### src/rtl/pic_casc_pkg.sv
package pic_casc_pkg;
   localparam int LINES  = 8;
   localparam int IDX_W  = $clog2(LINES);
   localparam int VEC_W  = 8;
   localparam int BASE_W = VEC_W - IDX_W;

   typedef logic [LINES-1:0] lines_t;
   typedef logic [IDX_W-1:0] idx_t;

   typedef struct packed {
      logic hit;
      idx_t off;
   } rank_t;

   // Smallest offset p such that req[(p + base) mod LINES] is set.
   function automatic rank_t rank_first(input lines_t req, input idx_t base);
      rank_t r;
      idx_t  k;
      r.hit = 1'b0;
      r.off = '0;
      for (int p = LINES - 1; p >= 0; p--) begin
         k = idx_t'(p) + base;
         if (req[k]) begin
            r.hit = 1'b1;
            r.off = idx_t'(p);
         end
      end
      return r;
   endfunction
endpackage

### src/rtl/pic_lane.sv
module pic_lane
   import pic_casc_pkg::*;
#(
   parameter lines_t TRIG_WMASK = '1
) (
   input  logic   clk,
   input  logic   rst_n,
   input  lines_t lvl_in,
   input  lines_t pulse_in,
   input  lines_t mask_in,
   input  logic   aeoi,
   input  logic   rot,
   input  logic   trig_we,
   input  lines_t trig_wd,
   input  logic   ack_go,
   input  logic   drop_go,
   input  idx_t   drop_line,
   output logic   win_hit,
   output idx_t   win_line,
   output lines_t irr_q,
   output lines_t isr_q,
   output lines_t trig_q
);
   lines_t last_q;
   idx_t   pbase_q;
   lines_t irr_n, isr_n, ack_bit, drop_bit;
   rank_t  pend_r, svc_r;
   logic   ack_now;

   always_comb begin
      pend_r   = rank_first(irr_q & ~mask_in, pbase_q);
      svc_r    = rank_first(isr_q, pbase_q);
      win_hit  = pend_r.hit && (!svc_r.hit || (pend_r.off < svc_r.off));
      win_line = pend_r.off + pbase_q;
      ack_now  = ack_go && win_hit;
   end

   for (genvar i = 0; i < LINES; i++) begin : g_line
      assign ack_bit[i]  = ack_now && (win_line == idx_t'(i));
      assign drop_bit[i] = drop_go && (drop_line == idx_t'(i));
      always_comb begin
         if (trig_q[i])
            irr_n[i] = lvl_in[i];
         else
            irr_n[i] = (irr_q[i] | (lvl_in[i] & ~last_q[i]) | pulse_in[i])
                       & ~(ack_bit[i] | drop_bit[i]);
         isr_n[i] = (isr_q[i] | (ack_bit[i] & ~aeoi)) & ~drop_bit[i];
      end
   end

   always_ff @(posedge clk or negedge rst_n) begin
      if (!rst_n) begin
         irr_q   <= '0;
         isr_q   <= '0;
         last_q  <= '0;
         pbase_q <= '0;
         trig_q  <= '0;
      end else begin
         irr_q  <= irr_n;
         isr_q  <= isr_n;
         last_q <= lvl_in;
         if (ack_now && aeoi && rot)
            pbase_q <= idx_t'(win_line + 1'b1);
         if (trig_we)
            trig_q <= trig_wd & TRIG_WMASK;
      end
   end

   p_aeoi_no_isr_r9: assert property (@(posedge clk) disable iff (!rst_n)
      (ack_now && aeoi) |=> !isr_q[$past(win_line)]);
   p_rot_base_r9: assert property (@(posedge clk) disable iff (!rst_n)
      (ack_now && aeoi && rot) |=> (pbase_q == idx_t'($past(win_line) + 1'b1)));
   p_ack_isr_r10: assert property (@(posedge clk) disable iff (!rst_n)
      (ack_now && !aeoi) |=> isr_q[$past(win_line)]);
   p_level_hold_r11: assert property (@(posedge clk) disable iff (!rst_n)
      (ack_now && trig_q[win_line] && lvl_in[win_line]) |=> irr_q[$past(win_line)]);
   p_edge_clr_r11: assert property (@(posedge clk) disable iff (!rst_n)
      (ack_now && !trig_q[win_line]) |=> !irr_q[$past(win_line)]);
endmodule

### src/rtl/pic_casc_seq.sv
module pic_casc_seq
   import pic_casc_pkg::*;
#(
   parameter int     CASC_LINE    = 2,
   parameter lines_t M_TRIG_WMASK = 8'hF8,
   parameter lines_t S_TRIG_WMASK = 8'hDE
) (
   input  logic                clk,
   input  logic                rst_n,
   input  logic [2*LINES-1:0]  irq_in,
   input  logic [2*LINES-1:0]  line_mask,
   input  logic [BASE_W-1:0]   base_m,
   input  logic [BASE_W-1:0]   base_s,
   input  logic [1:0]          auto_eoi,
   input  logic [1:0]          rot_aeoi,
   input  logic [1:0]          trig_we,
   input  logic [LINES-1:0]    trig_wd,
   input  logic                ack_stb,
   input  logic                poll_stb,
   input  logic                poll_sel,
   output logic                int_req,
   output logic [VEC_W-1:0]    vec_q,
   output logic                vec_vld,
   output logic [VEC_W-1:0]    poll_q,
   output logic                poll_vld,
   output logic [2*LINES-1:0]  pend,
   output logic [2*LINES-1:0]  insvc,
   output logic [2*LINES-1:0]  trig_mode
);
   localparam idx_t CASC = idx_t'(CASC_LINE);
   localparam idx_t SPUR = idx_t'(LINES - 1);
   localparam int   PAD  = VEC_W - 1 - IDX_W;

   initial begin
      assert (CASC_LINE >= 0 && CASC_LINE < LINES);
      assert (M_TRIG_WMASK[CASC_LINE] == 1'b0);
      assert ((1 << IDX_W) == LINES && PAD >= 0);
   end

   logic   m_hit, s_hit;
   idx_t   m_line, s_line;
   lines_t m_irr, m_isr, m_trig, s_irr, s_isr, s_trig;
   lines_t m_lvl, m_pulse;
   logic   s_ack, pol, m_drop_go, s_drop_go;
   idx_t   m_drop_line;
   logic [VEC_W-1:0] vec_n, poll_n;

   always_comb begin
      m_lvl            = irq_in[LINES-1:0];
      m_lvl[CASC]      = 1'b0;
      m_pulse          = '0;
      m_pulse[CASC]    = s_hit;
      s_ack            = ack_stb && m_hit && (m_line == CASC);
      pol              = poll_stb && !ack_stb;
      m_drop_go        = pol && (poll_sel ? s_hit : m_hit);
      m_drop_line      = poll_sel ? CASC : m_line;
      s_drop_go        = pol && poll_sel && s_hit;
      if (!m_hit)
         vec_n = {base_m, SPUR};
      else if (m_line != CASC)
         vec_n = {base_m, m_line};
      else if (s_hit)
         vec_n = {base_s, s_line};
      else
         vec_n = {base_s, SPUR};
      if (poll_sel)
         poll_n = s_hit ? {1'b1, {PAD{1'b0}}, s_line} : '0;
      else
         poll_n = m_hit ? {1'b1, {PAD{1'b0}}, m_line} : '0;
   end

   pic_lane #(.TRIG_WMASK(M_TRIG_WMASK)) u_upper (
      .clk(clk), .rst_n(rst_n),
      .lvl_in(m_lvl), .pulse_in(m_pulse), .mask_in(line_mask[LINES-1:0]),
      .aeoi(auto_eoi[0]), .rot(rot_aeoi[0]),
      .trig_we(trig_we[0]), .trig_wd(trig_wd),
      .ack_go(ack_stb), .drop_go(m_drop_go), .drop_line(m_drop_line),
      .win_hit(m_hit), .win_line(m_line),
      .irr_q(m_irr), .isr_q(m_isr), .trig_q(m_trig)
   );

   pic_lane #(.TRIG_WMASK(S_TRIG_WMASK)) u_lower (
      .clk(clk), .rst_n(rst_n),
      .lvl_in(irq_in[2*LINES-1:LINES]), .pulse_in('0),
      .mask_in(line_mask[2*LINES-1:LINES]),
      .aeoi(auto_eoi[1]), .rot(rot_aeoi[1]),
      .trig_we(trig_we[1]), .trig_wd(trig_wd),
      .ack_go(s_ack), .drop_go(s_drop_go), .drop_line(s_line),
      .win_hit(s_hit), .win_line(s_line),
      .irr_q(s_irr), .isr_q(s_isr), .trig_q(s_trig)
   );

   always_ff @(posedge clk or negedge rst_n) begin
      if (!rst_n) begin
         vec_q    <= '0;
         vec_vld  <= 1'b0;
         poll_q   <= '0;
         poll_vld <= 1'b0;
      end else begin
         vec_vld  <= ack_stb;
         poll_vld <= pol;
         if (ack_stb) vec_q <= vec_n;
         if (pol) poll_q <= poll_n;
      end
   end

   assign int_req   = m_hit;
   assign pend      = {s_irr, m_irr};
   assign insvc     = {s_isr, m_isr};
   assign trig_mode = {s_trig, m_trig};

   p_ack_valid_r5: assert property (@(posedge clk) disable iff (!rst_n)
      ack_stb |=> vec_vld);
   p_no_ack_r5: assert property (@(posedge clk) disable iff (!rst_n)
      !ack_stb |=> !vec_vld);
   p_spur_m_r8: assert property (@(posedge clk) disable iff (!rst_n)
      (ack_stb && !int_req) |=> (vec_q == {$past(base_m), SPUR}));
   p_casc_vec_r6: assert property (@(posedge clk) disable iff (!rst_n)
      (ack_stb && m_hit && (m_line == CASC)) |=> (vec_q[VEC_W-1:IDX_W] == $past(base_s)));
   p_casc_req_r4: assert property (@(posedge clk) disable iff (!rst_n)
      (s_hit && !ack_stb && !poll_stb) |=> pend[CASC_LINE]);
   p_poll_yield_r13: assert property (@(posedge clk) disable iff (!rst_n)
      (ack_stb && poll_stb) |=> !poll_vld);
endmodule

### config.mk
export PLATFORM = sky130hd
export DESIGN_NAME = pic_casc_seq
export DESIGN_NICKNAME = d
export VERILOG_FILES = /design/src/rtl/pic_casc_pkg.sv /design/src/rtl/pic_lane.sv /design/src/rtl/pic_casc_seq.sv
export SDC_FILE = /design/constraint.sdc
export NUM_CORES = 1
export LEC_CHECK = 0
export ABC_CLOCK_PERIOD_IN_PS = 6400
export BUFFER_PORTS_ARGS = -buffer_cell sky130_fd_sc_hd__buf_4
export CAP_MARGIN = 20
export CORE_ASPECT_RATIO = 1.4
export CORE_MARGIN = 1.5
export CORE_UTILIZATION = 56
export CTS_CLUSTER_SIZE = 40
export DETAILED_ROUTE_END_ITERATION = 16
export PLACE_DENSITY = 0.84
export SLEW_MARGIN = 20
export SYNTH_ARGS = -nofsm -noshare
export SYNTH_HDL_FRONTEND = slang
export SYNTH_HIERARCHICAL = 1
export SYNTH_SLANG_ARGS = --single-unit
### constraint.sdc
create_clock -name clk -period 6.4 [get_ports clk]
set_clock_uncertainty 0.15 [all_clocks]
set_input_delay 0.32 -clock clk [delete_from_list [all_inputs] [get_ports clk]]
set_output_delay 0.32 -clock clk [all_outputs]
set_load 0.005 [all_outputs]
; ---- Yosys cells after proc, flatten, opt, wreduce, memory -nomap -nowiden
; Cells that the tools add are included.
[op_classes]
bitwise = 164
reduce_logical = 52
n_mux = 115
n_lt_le_gt_ge = 18
addsub = 18
eq_ne = 22
[ops]
columns = operator, n
row1 = 4-bit two-way mux, 32
row2 = 1-bit binary-select mux with 3-bit select, 32
row3 = 3-bit by 4-bit less-than comparator with 1-bit output (second input constant), 16
row4 = 1-bit bitwise AND, 63
row5 = 1-bit NOT, 49
row6 = 1-bit OR, 48
row7 = 1-bit logical AND, 44
row8 = 1-bit two-way mux, 44
row9 = 8-bit two-way mux, 5
row10 = 3-bit == test (second input constant), 12
row11 = 3-bit adder (first input constant), 8
row12 = 3-bit by 2-bit == test with 1-bit output (second input constant), 6
row13 = 8-bit bitwise AND, 2
row14 = 8-bit NOT, 2
row15 = 2-bit by 3-bit adder with 3-bit output (first input constant), 4
row16 = 3-bit by 1-bit == test with 1-bit output (second input constant), 3
row17 = 3-bit zero test, 3
row18 = 1-bit by 3-bit adder with 3-bit output (first input constant), 2
row19 = 3-bit by 1-bit adder with 3-bit output (second input constant), 2
row20 = 3-bit adder, 2
row21 = 3-bit less-than comparator, 2
row22 = 3-bit two-way mux, 2
row23 = 1-bit zero test, 3
row24 = 3-bit by 2-bit != test with 1-bit output (second input constant), 1
row25 = 1-bit logical OR, 2
[word_totals]
inputBits = 61
register_bits = 82

; ---- Logic depth before layout (Yosys ltp)
; Gate-level depths: netlist of the first run.
[depth]
ltp_word = 23
mapped_depth = 24
mapped_depth_nobuf = 22

; ---- Modules after synthesis
; Netlist of the first run, hierarchy kept.
[by_module_without_submodules]
columns = module, n_inst, cells_each, area_per_inst_um2
row1 = pic_lane (u_upper), 1, 280, 2793.9
row2 = pic_lane (u_lower), 1, 261, 2775.2
row3 = pic_casc_seq, 1, 67, 701.9

; ---- Worst setup path before layout of the first run
; OpenSTA, ideal clock, no wires.
[synth_path]
kind = reg2reg
start = register u_upper.pbase_q[1]
end = register u_lower.pbase_q[2]
stages_incl_launch_ff = 23
period_less_slack_ns = 5.470
slack_ns = 0.930
required_ns = 6.125
arrival_ns = 5.195
cell_sequence = dfrtp_1 > buf_1 > inv_1 > ha_1 > buf_2 > mux4_2 > nor2b_1 > a211o_1 > a41o_1 > nor2_1 > a31oi_1 > or3_1 > ha_1 > a21oi_1 > inv_1 > a2111o_1 > nand2_1 > and4bb_1 > buf_4 > and2_1 > o21ai_2 > a211oi_4 > mux2_4
[synth_between]
elab_chain_len = 19
elab_cells_between_ends = 66
classes_between = add/sub (8) / order compare (1) / eq/ne (1) / mux (48) / reduce/logical (8)
[synth_lines]
columns = item, line
row1 = start: declaration, pic_lane.sv:25  ; idx_t pbase_q;
row2 = start signal: assignment, pic_lane.sv:63  ; pbase_q <= idx_t'(win_line + 1'b1);
row3 = 3-bit adder, pic_casc_pkg.sv:22  ; k = idx_t'(p) + base;
row4 = 1-bit binary-select mux with 3-bit select, pic_casc_pkg.sv:23  ; if (req[k]) begin
row5 = 1-bit two-way mux (not written as such), pic_casc_pkg.sv:23
row6 = 4-bit two-way mux (8 in a row), pic_casc_pkg.sv:23
row7 = 3-bit less-than comparator or 1-bit zero test (tied branches), pic_lane.sv:33  ; win_hit = pend_r.hit && (!svc_r.hit || (pend_r.off < svc_r.off));
row8 = 1-bit logical OR, pic_lane.sv:33
row9 = 1-bit logical AND (*), pic_lane.sv:33
row10 = via int_req, pic_casc_seq.sv:21  ; output logic int_req,
row11 = 1-bit logical AND (*) (2 in a row), pic_casc_seq.sv:53  ; s_ack = ack_stb && m_hit && (m_line == CASC);
row12 = via s_ack, pic_casc_seq.sv:44  ; logic s_ack, pol, m_drop_go, s_drop_go;
row13 = 1-bit logical AND (*), pic_lane.sv:35  ; ack_now = ack_go && win_hit;
row14 = 1-bit logical AND (*) (2 in a row), pic_lane.sv:62  ; if (ack_now && aeoi && rot)
row15 = end signal: assignment, pic_lane.sv:63
row16 = end: declaration, pic_lane.sv:25
; The timed path passes the listed nets; every way through them passes the cells marked *. The select of a mux whose other input is x is not followed.
; A chain may end at the register's enable or synchronous reset.

; ---- Worst setup path in the final report of the first run
[layout_path]
start = register u_upper.pbase_q[0]
end = register u_upper.irr_q[4]
[layout_between]
elab_chain_len = 21
elab_cells_between_ends = 72
classes_between = add/sub (8) / order compare (1) / eq/ne (2) / mux (51) / bitwise (3) / reduce/logical (7)
[layout_lines]
columns = item, line
row1 = 3-bit adder, pic_casc_pkg.sv:22
row2 = 1-bit binary-select mux with 3-bit select, pic_casc_pkg.sv:23
row3 = 1-bit two-way mux (not written as such), pic_casc_pkg.sv:23
row4 = 4-bit two-way mux (8 in a row), pic_casc_pkg.sv:23
row5 = 3-bit less-than comparator or 1-bit zero test (tied branches), pic_lane.sv:33
row6 = 1-bit logical OR, pic_lane.sv:33
row7 = 1-bit logical AND (*), pic_lane.sv:33
row8 = 1-bit two-way mux (*), pic_casc_seq.sv:55  ; m_drop_go = pol && (poll_sel ? s_hit : m_hit);
row9 = 1-bit logical AND (*), pic_casc_seq.sv:55
row10 = via m_drop_go, pic_casc_seq.sv:44
row11 = 1-bit logical AND (*), pic_lane.sv:40  ; assign drop_bit[i] = drop_go && (drop_line == idx_t'(i));
row12 = 1-bit OR (*), pic_lane.sv:46  ; & ~(ack_bit[i] | drop_bit[i]);
row13 = 1-bit NOT (*), pic_lane.sv:46
row14 = 1-bit bitwise AND (*), pic_lane.sv:46
row15 = 1-bit two-way mux (*), pic_lane.sv:42  ; if (trig_q[i])
row16 = via u_upper.irr_n[4], pic_lane.sv:26  ; lines_t irr_n, isr_n, ack_bit, drop_bit;
row17 = end signal: assignment, pic_lane.sv:59  ; irr_q <= irr_n;
row18 = end: declaration, pic_lane.sv:20  ; output lines_t irr_q,
; Marked as above.

==> metrics.md, run 1 <==
| Metric | Value |
|---|---|
| Share of cells above drive strength 1 | 0.289 |
| Mean instance size in the synthesized netlist | 10.3 µm² |
| Vias in the first global route | 5702 |
| CTS Hold Buffers Added | 15 |
| Overall die area | 11900 µm² |
| Placement Rows | 45 |
| Total gr overflow | 0 |
| Worst-case register-to-register setup slack | 0.60 ns |
| Hold depth | 2 |
| Violation count after the first detailed-routing iteration | 498 |
| Cells resized by post-CTS repair | 0 |
| Share of synthesized registers carrying an async set or reset | 1.00 |
| Ordered cell list for the critical path | inv_2, ha_1, mux4_2, nor2b_1, a211oi_1, a41o_1, nor2_1, a31oi_1, or3_1, ha_1, a21oi_1, inv_1, a2111o_1, nand2_1, and4bb_4, or2_4, nand2_1, nor3_1, o21bai_1, a21oi_1, a41oi_1 |
| Total track usage | 0.311 |
| Beginning of the worst hold path | trig_wd[2] |
| Via count | 5595 |
| Via/cell ratio | 6.23 |
| Number of warnings reported in the yosys synthesis log | 6 |
| Startpoint type of the worst setup path | flip-flop |
| Die X | roughly 90 µm |
| Arrival time of the worst setup path | 5.84 ns |
| Endpoint of the worst register-to-register path | u_upper/irr_q[4] |
| Number of remaining DRC errors | 0 |
| CTS tree | built |
| Max_slew headroom | 0.393 |
| Final max-slew violation count | 0 |
| Post-CTS setup buffers | 0 |
| Result of the run | completed |
| TNS Setup | 0 ns |
| Mapped cell area | about 6300 µm² |
| Final design utilization | 0.713 |
| Worst R2R Start | u_upper/pbase_q[0] |
| Worst Path Max Fanout | 11 |
| Number of cells traversed by the worst register-to-register path | 21 |
| Maximum achievable frequency | 0.172 GHz |
| Number of buffers added on ports | ~120 |
| Final WS setup | 0.601 ns |
| Total number of nets in the final design | 837 |
| Antenna diode count | 0 |
| Maximum number of pins on one net before global-route repair | 80 |
| Clock insertion delay at the later pin of the skew report | 0.34 ns |
| Setup repair after global routing missed its margin | false |
| Yosys reg bits | 79 |
| Kind of path behind the tightest hold check | in2reg |
| Clock tree root buffer cell | clkbuf_16 |
| Post-route antenna net violation count | 0 |
| Setup violators final | 0 |
| Wire length of the first global-routing pass | 28800 µm |
| Post-synth EDFFs | 0 |
| Number of CTS-inserted buffers | 9 |
| Weighted congestion reported at the end of routability-driven placement | between 0.8 and 0.9 |
| Hold slack | between 0.06 and 0.07 ns |
| Slowest cell on crit path | ha_1 |
| Main synth FF type | dfrtp_1 |
| Maximum Capacitance Violations | 0 |
| Placed wire-length estimate | 13100 µm |
| Worst hold path endpoint | u_lower/trig_q[2] |
| I/O pin total | 128 |
| Critical path data required time | 6.45 ns |
| Post-Place Worst Slack | 0.742 ns |
| TritonCTS Sinks | 79 |
| Number of cells produced by synthesis | 608 |
| Critical Path Sink Type | flip-flop |
| Antenna violations before repair | 0 |
| Chip Height | 128 µm |
| Tcrit/Tclk final | 0.906 |
| Unique masters post-synth | 78 |
| WS Path Type | reg2reg |
| Largest stage delay on the critical path | 0.65 ns |
| Final critical delay including setup and external delays | 5.80 ns |
| Post-Route WL | 17900 µm |
| Initial Util | 0.577 |
| Syn-to-layout area delta | 23.6% |
| Clock input transition at the sequential cells of the worst setup and hold paths | 0.06 ns |
| Number of H-tree branching levels | 3 |
| Measured slew at the worst slew-check pin | 0.910 ns |
| Bufs on Longest Clock Path | 2 |
| Sequential element share of the synthesized area | 0.315 |
| Drt wl/cell | around 20 µm |
| Placeable core region | 10900 µm² |
| Final count of hold timing violations | 0 |
| TritonRoute pass-1 iters | 6 |
[how the worst max path moves through the flow]
| stage | start | to | slack (ns) | depth (start not counted) |
|---|---|---|---|---|
| 2_1_floorplan | u_upper/pbase_q[1] | u_lower/pbase_q[2] | 0.93 | 22 |
| 4_1_cts | u_upper/pbase_q[0] | u_upper/irr_q[4] | 0.69 | 21 |
| 5_1_grt | u_upper/pbase_q[0] | u_upper/irr_q[4] | 0.18 | 21 |
| 3_5_place_dp | u_upper/pbase_q[0] | u_upper/irr_q[4] | 0.74 | 21 |
| 6_report | u_upper/pbase_q[0] | u_upper/irr_q[4] | 0.60 | 21 |
| 3_3_place_gp | u_lower/pbase_q[1] | u_upper/irr_q[4] | 0.92 | 17 |
[flip-flops by register name, indices dropped and copies added, names as in the netlist]
register,flops
u_upper/irr_q,8
u_lower/irr_q,8
u_lower/trig_q,6
u_lower/last_q,8
u_upper/trig_q,5
u_upper/isr_q,8
poll_q,4
u_upper/pbase_q,3
poll_vld,1
u_lower/isr_q,8
u_lower/pbase_q,3
u_upper/last_q,8
vec_q,8
vec_vld,1
[cells in the mapped netlist, types with 4 or more instances]
library cell	count	area [µm²]
xor2_1	5	43.8
mux2i_1	39	390
nor2b_1	17	106
nand2b_1	23	144
buf_4	12	90.1
buf_2	10	50.1
a31oi_1	8	50.1
nand2_1	36	135
a21o_1	5	37.5
buf_6	4	45.0
nand3_1	5	25.0
o211ai_1	10	75.1
o21ai_0	12	60.1
a211oi_1	9	67.6
or3_1	4	25.0
a41oi_1	9	78.8
nor2_1	38	143
o21bai_1	8	60.1
dfrtp_1	79	1980
ha_1	22	275
a21oi_1	29	145
a22o_1	8	70.1
o31ai_1	4	30.0
mux4_2	39	878
xnor2_1	4	35.0
nor3_1	23	115
inv_1	49	184
mux2_2	15	169
[placed cells by master (no fill, tap or decap), types with 4 or more instances in the layout]
| master | instances |
|---|---|
| buf_4 | 123 |
| dfrtp_1 | 79 |
| inv_1 | 49 |
| mux2i_1 | 39 |
| mux4_2 | 39 |
| nor2_1 | 38 |
| nand2_1 | 36 |
| a21oi_1 | 29 |
| conb_1 | 26 |
| nand2b_1 | 23 |
| nor3_1 | 23 |
| ha_1 | 22 |
| nor2b_1 | 17 |
| dlygate4sd3_1 | 16 |
| mux2_2 | 15 |
| o21ai_0 | 12 |
| o211ai_1 | 10 |
| a41oi_1 | 9 |
| clkbuf_16 | 9 |
| a211oi_1 | 9 |
| a31oi_1 | 8 |
| o21bai_1 | 8 |
| a22o_1 | 8 |
| a21o_1 | 5 |
| xor2_1 | 5 |
| nand3_1 | 5 |
| xnor2_1 | 4 |
| or3_1 | 4 |
| o31ai_1 | 4 |
[critical path, delay by kind of cell, from the launching register on]
kind | cells | cell delay, ns
flops | 1 | 0.36
fa+ha+maj | 2 | 0.89
compound gates | 8 | 1.85
simple gates | 8 | 1.57
buf+inv | 2 | 0.20
mux | 1 | 0.63
[metrics by stage]
| step | std cells | cell area [µm²] |
|---|---|---|
| finish | 898 | 7750 |
| global route | 898 | 7750 |
| CTS | 896 | 7710 |
| detailed placement | 865 | 7260 |
| global placement | 865 | 7260 |
| floorplan | 631 | 6360 |
[final cells by class]
cell class,instances,area (µm²)
Clock buffer,10,239
Inverter,52,195
Timing Repair Buffer,140,1110
Sequential cell,79,1980
Fill cell,759,3120
Tap cell,141,176
Clock inverter,6,66.3
Multi-Input combinational cell,470,3990
[metal layers]
layer | wire, µm | up-vias | global-route usage
li1 | - | 2526 | -
met1 | 6790 | 2745 | 0.375
met2 | 9600 | 262 | 0.555
met3 | 916 | 62 | 0.0415
met4 | 604 | 0 | 0.129
met5 | 0 | - | 0
[kinds of logic (layout without fill, tap and decap cells)]
| kind of cell | Yosys count | count (layout) | share of synthesized area |
|---|---|---|---|
| compound gates | 131 | 131 | 0.153 |
| xor+xnor | 11 | 11 | 0.0196 |
| fa+ha+maj | 24 | 24 | 0.0503 |
| buf+inv | 82 | 208 | 0.0630 |
| flops | 79 | 79 | 0.315 |
| mux | 95 | 95 | 0.233 |
| other cells | 3 | 26 | 0.00180 |
| simple gates | 183 | 183 | 0.164 |
Power of run 1 is not shown: default switching activity piles up to over one toggle a cycle in this logic, so the estimate is an artifact.
==> run 2, diff against run 1 <==
CELL_PAD_IN_SITES_DETAIL_PLACEMENT = 2   (was not set)
CELL_PAD_IN_SITES_GLOBAL_PLACEMENT = 2   (was not set)
CORE_UTILIZATION = 35   (was 56)
==> run 2 against run 1 <==
Maximum frequency shrank 3.6%. Die area grew 58%. Design area grew 1.5%. Wire length grew 35%. Count of clock-buffer cells in the layout is the same. Critical path depth is the same. Core utilization shrank 26 points. Flip-flop and latch count is the same. Critical endpoint unchanged. Highest routed layer unchanged.
==> metrics.md, run 2 (synthesized netlist as in run 1, its figures left out) <==
| Metric | Value |
|---|---|
| Result of the run | completed |
| Syn-to-layout area delta | 25.5% |
| Setup violators final | 0 |
| Buffering stage count on the worst path with inverters included | 2 |
| CTS tree | built |
| Max_slew headroom | 0.378 |
| Post-route antenna net violation count | 0 |
| Filler cells | 1859 |
| Via count | 5767 |
| Maximum number of pins on one net before global-route repair | 80 |
| Number of buffers added on ports | around 120 |
| Share of cells above drive strength 1 | 0.290 |
| Post-Route WL | 24300 µm |
| Number of remaining DRC errors | 0 |
| Maximum Capacitance Violations | 0 |
| Family with the most delay on the worst path | compound AO/OA/AOI/OAI gates |
| Post-CTS setup buffers | 0 |
| Clock tree root buffer cell | clkbuf_16 |
| Number of CTS-inserted buffers | 9 |
| Kind of path behind the tightest hold check | in2reg |
| Ordered cell list for the critical path | inv_1, ha_1, mux4_2, nor2b_1, a211oi_1, a41o_1, nor2_1, a31oi_1, or3_1, ha_1, a21oi_1, inv_1, a2111o_1, nand2_1, and4bb_4, or2_4, nand2_1, nor3_1, o21bai_1, a21oi_1, a41oi_1 |
| Startpoint type of the worst setup path | flip-flop |
| Wire length of the first global-routing pass | 38200 µm |
| Most frequent cells in the layout | buf_4, dfrtp_1, inv_1 |
| Tcrit/Tclk final | 0.940 |
| Total track usage | 0.269 |
| TritonRoute pass-1 iters | 4 |
| Antenna violations before repair | 0 |
| Drt wl/cell | between 20 and 25 µm |
| Overall die area | 18700 µm² |
| Placed wire-length estimate | ~18000 µm |
| Maximum achievable frequency | 0.166 GHz |
| Number of placed cells counting well taps | approximately 960 |
| Largest stage delay on the critical path | 0.59 ns |
| Critical Path Sink Type | flip-flop |
| Arrival time of the worst setup path | 6.06 ns |
| Number of H-tree branching levels | 3 |
| Weighted congestion reported at the end of routability-driven placement | 0.862 |
| Bufs on Longest Clock Path | 2 |
| Total number of nets in the final design | 838 |
| Most frequent standard cell in the layout excluding fill and tap cells | buf_4 |
| Slowest cell on crit path | mux4_2 |
| Worst Path Max Fanout | 8 |
| Measured slew at the worst slew-check pin | 0.934 ns |
| Clock insertion delay at the later pin of the skew report | 0.35 ns |
| WS Path Type | reg2reg |
| Initial Util | 0.359 |
| Final critical delay including setup and external delays | 6.02 ns |
| Vias in the first global route | around 7000 |
| TritonCTS Sinks | 79 |
| Die X | 116 µm |
| Final count of hold timing violations | 0 |
| Violation count after the first detailed-routing iteration | between 200 and 300 |
| Placement Rows | 57 |
| Final max-slew violation count | 0 |
| Critical path data required time | about 6.4 ns |
| Setup repair after global routing missed its margin | false |
| Count of placed standard cells in the final layout, fillers left out | 995 |
| Chip Height | 161 µm |
| I/O pin total | ~130 |
| Total gr overflow | 0 |
| Clock input transition at the sequential cells of the worst setup and hold paths | 0.07 ns |
| Via/cell ratio | 5.80 |
| TNS Setup | 0 ns |
| Placeable core region | 17500 µm² |
[run 2: cell count changes in the layout (fill, tap and decap cells not counted), sizes merged]
cell	before	now
buf	124	125
clkinv	3	2
diode	0	1
inv	54	55
[run 2: repair_timing]
item                                   CTS  global route
hold buffers                            15             1
endpoints found under the hold margin   15            79
resized for setup                        0             0
[run 2: routing by layer]
metal / vias to the layer above / GRT usage / routed length [µm]
met5: - / 0 / 0
met4: 0 / 0.147 / 1260
met3: 80 / 0.0375 / 794
met2: 185 / 0.516 / 13800
met1: 2977 / 0.271 / 8430
li1: 2525 / - / -
[run 2: area by class of cell]
class,count,area [µm²],area share
clock inverters,6,73.8,0.00938
flip-flops and latches,79,1980,0.251
inverters,52,195,0.0248
repair buffers,141,1100,0.140
clock buffers,10,239,0.0304
diodes,1,2.50,0.000318
multi-input cells,470,3990,0.506
well taps,236,295,0.0375
[run 2: metrics by stage]
step / worst slack [ns] / hold WS (ns) / util / instance area, µm²
after global placement: 1.07 / 0.289 / 0.423 / 7390
after global routing: 0.0851 / 0.0482 / 0.450 / 7870
after floorplan: 0.930 / -0.126 / - / 6360
after detailed placement: 0.750 / 0.291 / 0.423 / 7390
final: 0.383 / 0.0487 / 0.450 / 7870
after CTS: 0.473 / 0.0440 / 0.449 / 7850
[run 2: final timing paths]
path / startpoint / to / slack (ns) / cells past startpoint
max: u_upper/pbase_q[1] / u_upper/irr_q[4] / 0.38 / 21
min: trig_wd[5] / u_upper/trig_q[5] / 0.05 / 2
max reg2reg: u_upper/pbase_q[1] / u_upper/irr_q[4] / 0.38 / 21
min reg2reg: vec_q[6] / vec_q[6] / 0.39 / 2
max in group asynchronous: rst_n / u_upper/isr_q[2] / 5.12 / 2
min in group asynchronous: rst_n / u_lower/last_q[5] / 0.41 / 2
Power of run 2 is left out for the same reason.
